==> config.mk <==
export PLATFORM = sky130hd
export DESIGN_NAME = fxp_mac
export DESIGN_NICKNAME = d
export VERILOG_FILES = /design/src/rtl/fxp_mac_pkg.sv /design/src/rtl/fxp_mac_mul.sv /design/src/rtl/fxp_mac_acc.sv /design/src/rtl/fxp_mac_scale.sv /design/src/rtl/fxp_mac.sv
export SDC_FILE = /design/constraint.sdc
export NUM_CORES = 1
export LEC_CHECK = 0
export BUFFER_PORTS_ARGS = -buffer_cell sky130_fd_sc_hd__buf_2
export CORE_MARGIN = 5
export CORE_UTILIZATION = 45
export DETAILED_ROUTE_END_ITERATION = 10
export PLACE_DENSITY_LB_ADDON = 0.2
export SETUP_SLACK_MARGIN = 0.3
export SLEW_MARGIN = 10
export SYNTH_ARGS = -nofsm -noshare
export SYNTH_HDL_FRONTEND = slang
export SYNTH_SLANG_ARGS = --single-unit
==> constraint.sdc <==
create_clock -name clk -period 17.5 [get_ports clk]
set_input_delay 5.25 -clock clk [delete_from_list [all_inputs] [get_ports clk]]
set_output_delay 5.25 -clock clk [all_outputs]
set_load 0.02 [all_outputs]
==> src/rtl/fxp_mac_pkg.sv <==
package fxp_mac_pkg;

    // Per-operation controls that ride alongside the operand pair
    typedef struct packed {
        logic start;   // begin a new sum with this product
        logic neg;     // subtract instead of add
        logic dbl;     // fractional alignment: double the product
        logic rnd;     // round half up at the output stage
    } mac_op_t;

    typedef enum logic {
        SCALE_FLOOR   = 1'b0,
        SCALE_HALF_UP = 1'b1
    } scale_mode_e;

    localparam int DEF_DATA_W  = 16;
    localparam int DEF_GUARD_W = 8;

    function automatic scale_mode_e mode_of(input mac_op_t op);
        return op.rnd ? SCALE_HALF_UP : SCALE_FLOOR;
    endfunction

endpackage

==> src/rtl/fxp_mac_mul.sv <==
module fxp_mac_mul
    import fxp_mac_pkg::*;
#(
    parameter int DATA_W  = DEF_DATA_W,
    parameter int SHIFT_W = 6
) (
    input  logic                  clk,
    input  logic                  rst,
    input  logic                  a_valid,
    input  logic [DATA_W-1:0]     a_coef,
    input  logic [DATA_W-1:0]     a_samp,
    input  mac_op_t               a_op,
    input  logic [SHIFT_W-1:0]    a_shift,
    output logic                  p_valid,
    output logic [2*DATA_W-1:0]   p_prod,
    output mac_op_t               p_op,
    output logic [SHIFT_W-1:0]    p_shift
);
    localparam int PROD_W = 2 * DATA_W;

    logic signed [PROD_W-1:0] prod_d;

    always_comb begin
        prod_d = PROD_W'($signed(a_coef) * $signed(a_samp));
    end

    always_ff @(posedge clk) begin
        if (rst) begin
            p_valid <= 1'b0;
            p_prod  <= '0;
            p_op    <= '0;
            p_shift <= '0;
        end else begin
            p_valid <= a_valid;
            if (a_valid) begin
                p_prod  <= prod_d;
                p_op    <= a_op;
                p_shift <= a_shift;
            end
        end
    end

    p_issue_r1: assert property (@(posedge clk) disable iff (rst)
        a_valid |=> p_valid);
    p_idle_r10: assert property (@(posedge clk) disable iff (rst)
        !a_valid |=> !p_valid);

endmodule

==> src/rtl/fxp_mac_acc.sv <==
module fxp_mac_acc
    import fxp_mac_pkg::*;
#(
    parameter int DATA_W  = DEF_DATA_W,
    parameter int GUARD_W = DEF_GUARD_W,
    parameter int SHIFT_W = 6
) (
    input  logic                                clk,
    input  logic                                rst,
    input  logic                                p_valid,
    input  logic [2*DATA_W-1:0]                 p_prod,
    input  mac_op_t                             p_op,
    input  logic [SHIFT_W-1:0]                  p_shift,
    output logic                                s_valid,
    output logic [2*DATA_W+GUARD_W-1:0]         s_acc,
    output logic [SHIFT_W-1:0]                  s_shift,
    output scale_mode_e                         s_mode
);
    localparam int PROD_W = 2 * DATA_W;
    localparam int ACC_W  = PROD_W + GUARD_W;
    localparam int EXT_W  = ACC_W - PROD_W;

    logic signed [ACC_W-1:0] prod_ext;
    logic signed [ACC_W-1:0] addend;
    logic signed [ACC_W-1:0] base;
    logic signed [ACC_W-1:0] acc_d;

    always_comb begin
        prod_ext = {{EXT_W{p_prod[PROD_W-1]}}, p_prod};
        addend   = p_op.dbl ? (prod_ext <<< 1) : prod_ext;
        base     = p_op.start ? '0 : $signed(s_acc);
        acc_d    = p_op.neg ? (base - addend) : (base + addend);
    end

    always_ff @(posedge clk) begin
        if (rst) begin
            s_valid <= 1'b0;
            s_acc   <= '0;
            s_shift <= '0;
            s_mode  <= SCALE_FLOOR;
        end else begin
            s_valid <= p_valid;
            if (p_valid) begin
                s_acc   <= acc_d;
                s_shift <= p_shift;
                s_mode  <= mode_of(p_op);
            end
        end
    end

    p_hold_r10: assert property (@(posedge clk) disable iff (rst)
        !p_valid |=> $stable(s_acc));
    p_fresh_sum_r3: assert property (@(posedge clk) disable iff (rst)
        (p_valid && p_op.start && !p_op.neg && !p_op.dbl)
        |=> (s_acc[PROD_W-1:0] == $past(p_prod)));

endmodule

==> src/rtl/fxp_mac_scale.sv <==
module fxp_mac_scale
    import fxp_mac_pkg::*;
#(
    parameter int DATA_W  = DEF_DATA_W,
    parameter int GUARD_W = DEF_GUARD_W,
    parameter int SHIFT_W = 6
) (
    input  logic                          clk,
    input  logic                          rst,
    input  logic                          s_valid,
    input  logic [2*DATA_W+GUARD_W-1:0]   s_acc,
    input  logic [SHIFT_W-1:0]            s_shift,
    input  scale_mode_e                   s_mode,
    output logic                          o_valid,
    output logic [DATA_W-1:0]             o_data
);
    localparam int ACC_W = 2 * DATA_W + GUARD_W;
    localparam int EXT_W = ACC_W + 1;
    localparam logic signed [EXT_W-1:0] TOP_V =
        {{(EXT_W-DATA_W+1){1'b0}}, {(DATA_W-1){1'b1}}};
    localparam logic signed [EXT_W-1:0] BOT_V =
        {{(EXT_W-DATA_W+1){1'b1}}, {(DATA_W-1){1'b0}}};

    logic signed [EXT_W-1:0] widened;
    logic signed [EXT_W-1:0] half_lsb;
    logic signed [EXT_W-1:0] biased;
    logic signed [EXT_W-1:0] scaled;
    logic        [DATA_W-1:0] clipped;

    always_comb begin
        widened  = {s_acc[ACC_W-1], s_acc};
        half_lsb = '0;
        if (s_mode == SCALE_HALF_UP && s_shift != '0)
            half_lsb = EXT_W'(1) << (s_shift - SHIFT_W'(1));
        biased = widened + half_lsb;
        scaled = biased >>> s_shift;
        if (scaled > TOP_V)
            clipped = TOP_V[DATA_W-1:0];
        else if (scaled < BOT_V)
            clipped = BOT_V[DATA_W-1:0];
        else
            clipped = scaled[DATA_W-1:0];
    end

    always_ff @(posedge clk) begin
        if (rst) begin
            o_valid <= 1'b0;
            o_data  <= '0;
        end else begin
            o_valid <= s_valid;
            if (s_valid)
                o_data <= clipped;
        end
    end

    p_emit_r1: assert property (@(posedge clk) disable iff (rst)
        s_valid |=> o_valid);
    p_floor_sign_r7: assert property (@(posedge clk) disable iff (rst)
        (s_valid && s_mode == SCALE_FLOOR)
        |=> (o_data[DATA_W-1] == $past(s_acc[ACC_W-1])));
    p_unscaled_pass_r2: assert property (@(posedge clk) disable iff (rst)
        (s_valid && s_shift == '0 &&
         s_acc[ACC_W-1:DATA_W-1] == '0)
        |=> (o_data == $past(s_acc[DATA_W-1:0])));

endmodule

==> src/rtl/fxp_mac.sv <==
module fxp_mac
    import fxp_mac_pkg::*;
#(
    parameter int DATA_W  = DEF_DATA_W,
    parameter int GUARD_W = DEF_GUARD_W,
    localparam int ACC_W   = 2 * DATA_W + GUARD_W,
    localparam int SHIFT_W = $clog2(ACC_W)
) (
    input  logic                clk,
    input  logic                rst,
    input  logic                in_valid,
    input  logic [DATA_W-1:0]   in_coef,
    input  logic [DATA_W-1:0]   in_samp,
    input  logic                in_clear,
    input  logic                in_sub,
    input  logic                in_frac,
    input  logic [SHIFT_W-1:0]  in_shift,
    input  logic                in_round,
    output logic                out_valid,
    output logic [DATA_W-1:0]   out_data
);
    mac_op_t               op_in;
    logic                  p_valid;
    logic [2*DATA_W-1:0]   p_prod;
    mac_op_t               p_op;
    logic [SHIFT_W-1:0]    p_shift;
    logic                  s_valid;
    logic [ACC_W-1:0]      s_acc;
    logic [SHIFT_W-1:0]    s_shift;
    scale_mode_e           s_mode;

    always_comb begin
        op_in.start = in_clear;
        op_in.neg   = in_sub;
        op_in.dbl   = in_frac;
        op_in.rnd   = in_round;
    end

    fxp_mac_mul #(.DATA_W(DATA_W), .SHIFT_W(SHIFT_W)) u_mul (
        .clk(clk), .rst(rst),
        .a_valid(in_valid), .a_coef(in_coef), .a_samp(in_samp),
        .a_op(op_in), .a_shift(in_shift),
        .p_valid(p_valid), .p_prod(p_prod), .p_op(p_op), .p_shift(p_shift)
    );

    fxp_mac_acc #(.DATA_W(DATA_W), .GUARD_W(GUARD_W), .SHIFT_W(SHIFT_W)) u_acc (
        .clk(clk), .rst(rst),
        .p_valid(p_valid), .p_prod(p_prod), .p_op(p_op), .p_shift(p_shift),
        .s_valid(s_valid), .s_acc(s_acc), .s_shift(s_shift), .s_mode(s_mode)
    );

    fxp_mac_scale #(.DATA_W(DATA_W), .GUARD_W(GUARD_W), .SHIFT_W(SHIFT_W)) u_scale (
        .clk(clk), .rst(rst),
        .s_valid(s_valid), .s_acc(s_acc), .s_shift(s_shift), .s_mode(s_mode),
        .o_valid(out_valid), .o_data(out_data)
    );

    p_reset_quiet_r11: assert property (@(posedge clk)
        rst |=> (!out_valid && out_data == '0));

endmodule

==> qor.yml <==
crit_family: "adder cells"
drtPass1Iterations: 5
finClkSkew_ns: 0.0168
antenna_found_initial: 0
path_cells: "buf_2 -> nand2_1 -> fa_1 -> inv_1 -> fa_1 -> inv_1 -> fa_1 -> fa_1 -> inv_1 -> fa_1 -> fa_1 -> ha_1 -> and3_1 -> a21oi_1 -> o21ai_0 -> o211ai_1 -> a31oi_1 -> a21oi_1 -> a311oi_1 -> and4_1 -> a2111oi_0 -> xnor2_1 -> mux2i_1 -> nor2_1"
arrival_ns: 11.76
antennaDiodeCount: 0
final-hold-violation-count: 0
p_leak_uw: 0.0109
synthDistinctLibCells: 102
synthCells: 2944
grt_pass1_wl_um: 108000
die-area_um2: 56100
routed_wirelength_um: 66600
syn_area_per_cell_um2: 7.87
die_y_um: 237
wl_per_cell_um: 18.7
grt_usage_pct: 23.3
portBuffers: 61
synth-async-reset-ratio_pct: 0
crit_path_start_kind: "primary input"
powerDensity_nw_per_um2: 184
htree_levels: 3
finalMaxSlewViolations: 0
rsz0062_at_grt: "false"
postCtsHoldBufs: 0
cp_max_fo: 16
cts_tree: "yes"
syn_nets: 3415
required_ns: 17.75
synth_top_flop_cell: "dfxtp_1"
cts_buffer_depth: 2
drc_errors: 0
synth_top_family_by_area: "adder cells"
nets: 3341
boundaryPins: 62
yosysSeqAreaShare_pct: 9.33
max_stage_delay_ns: 0.55
vias: 20800
setup_tns_ns: 0
place_hpwl_um: 53100
final_cell_mix: "inv_1, nor2_1, nand2_1"
slowest_stage: "fa_1"
syn_to_final_growth_pct: 4.15
yosys_warnings: 0
grt_pass1_vias: 20000
synth_edf_count: 0
final_common_cell: "inv_1"
hp-class: "flop to flop"
setup_violations: 0
cts.clk_slew.worst_paths_ns: 0.09
clock_latency_ns: 0.40
synthSimpleGateAreaFrac_pct: 21.6
tightest_slew_ns: 1.03
cts.sinks: 108
synth_compound_gate_area_share_pct: 18.5
synth-seq-cells: 108
maxCapViolations: 0
initial_core_util_pct: 45.3
synth_mux_area_share_pct: 6.70
via_per_inst: 5.84
peakVddDrop_uv: 325
layout_min_cycle_time_ns: 11.50
grt_max_degree: 74
ant_nets: 0
synth_fa_ha_area_share_pct: 31.5
drive_gt1_share_pct: 6.26
core_region_area_um2: 51200
finalCritPeriodShare_pct: 65.7
root_buffer: "clkbuf_16"
crit_type: "primary input to flop"
crit_buf_inv: 4
overflow: 0
cts_resized: 0
synth.cell_area_um2: 23200
place_congestion: 0.912
relSlewSlack_pct: 30.9
post_cts_buffers: 0
rows: 83
endpoint_kind: "flop"
path_common_cell: "fa_1"
status: "finished clean"
drt-initial-drc-count: 1777
final_cell_area_um2: 24100
fmax_mhz: 86.9
synthXorXnorAreaFrac_pct: 4.15
die_w_um: 237
post_dp_cell_area_um2: 23800
cts_buffers: 9
## Yosys cell counts (all sizes together) (7+ instances only)
library cell,n,area (µm²)
a211oi,48,370
or3,23,144
clkbuf,133,500
xor2,34,305
o32ai,17,224
or2,16,100
o22ai,9,62.6
o21bai,11,82.6
a21boi,10,78.8
and3,19,119
buf,33,154
a21oi,169,846
fa,264,5290
o221ai,11,96.3
o31ai,14,105
inv,321,1200
nor4,14,100
mux2i,126,1260
a2111oi,9,123
mux2,18,203
a211o,7,61.3
ha,162,2030
xnor2,75,657
nor2,301,1140
o211ai,36,289
a22oi,7,52.6
nand2,298,1120
o211a,8,80.1
a21o,45,338
o21ai,94,474
nor2b,52,325
nand3,46,230
dfxtp,108,2160
o21a,17,128
nand2b,35,219
and2,116,727
o311ai,8,70.1
nor3,73,365
nand4,29,181
a31oi,28,209
## state kept, by name, indices dropped and copies added (netlist names)
name             cells
u_acc.s_shift        6
u_mul.p_op           4
u_scale.o_data      16
u_acc.s_mode         1
u_scale.o_valid      1
u_acc.s_acc         40
u_mul.p_valid        1
u_mul.p_shift        6
u_acc.s_valid        1
u_mul.p_prod        32
## cells by family (layout without fill, tap and decap cells)
kind of cell | Yosys count | count (layout)
fa+ha+maj | 426 | 426
mux | 148 | 148
flops | 108 | 108
xor+xnor | 109 | 109
buf+inv | 491 | 422
compound gates | 610 | 610
simple gates | 1052 | 1052
## per-stage QoR
| stage | power, µW | worst slack (ns) | instances | hold WS [ns] | utilization (%) |
|---|---|---|---|---|---|
| final | 4440 | 6.00 | 3555 | 0.482 | 47.1 |
| after CTS | 4510 | 6.01 | 3555 | 0.487 | 47.1 |
| after detailed placement | 4260 | 5.59 | 3539 | 0.476 | 46.6 |
| after global placement | 4160 | 5.63 | 3539 | 0.469 | 46.6 |
| after global routing | 5080 | 5.61 | 3555 | 0.517 | 47.1 |
| after floorplan | 3470 | 6.35 | 2944 | 0.454 | - |
## report_power, final
group | internal (µW) | switching (µW)
Combinational | 1710 | 2140
Clock | 103 | 121
Sequential | 304 | 60.9
Total | 2120 | 2320
## worst register-to-register path: stages (launching register included)
cell and delay (ns):
dfxtp_1 0.32, buf_4 0.34, clkinv_1 0.57, nor2_1 0.94
nand4_1 0.38, nor2_1 0.19, ha_1 0.31, nand2_1 0.17
o21ai_0 0.47, nor2_1 0.19, nor2_1 0.19, o31ai_1 0.13
a21o_1 0.25, a221oi_4 0.39, xor2_2 0.80, a22oi_1 0.33
a221oi_1 0.67, a221oi_1 0.23, and3_1 0.23, a31oi_2 0.80
o32ai_1 0.22
## layout make-up
type	instances	area, µm²
clock buffer	9	225
inverter	325	1220
tap	680	851
fill	5125	27100
timing repair buffer	81	458
sequential	108	2170
multi-input combinational	2345	19100
clock inverter	7	76.3
## routing by layer
metal	GRT usage (%)	vias up	part of all wire, %
li1	-	9878	-
met1	33.9	10300	46
met2	38.1	577	47
met3	2.43	62	5.2
met4	4.34	0	1.4
met5	0	-	0
## path summary, 6_finish.rpt
check / startpoint / end / slack [ns] / depth (start not counted)
worst min register to register: u_acc.s_acc[14] / u_acc.s_acc[14] / 0.48 / 2
worst min-delay path: u_acc.s_acc[14] / u_acc.s_acc[14] / 0.48 / 2
worst max register to register: u_acc.s_shift[4] / u_scale.o_data[14] / 9.20 / 20
worst max-delay path: in_samp[6] / u_mul.p_prod[30] / 6.00 / 24
Power figures use the tool's default switching activity.
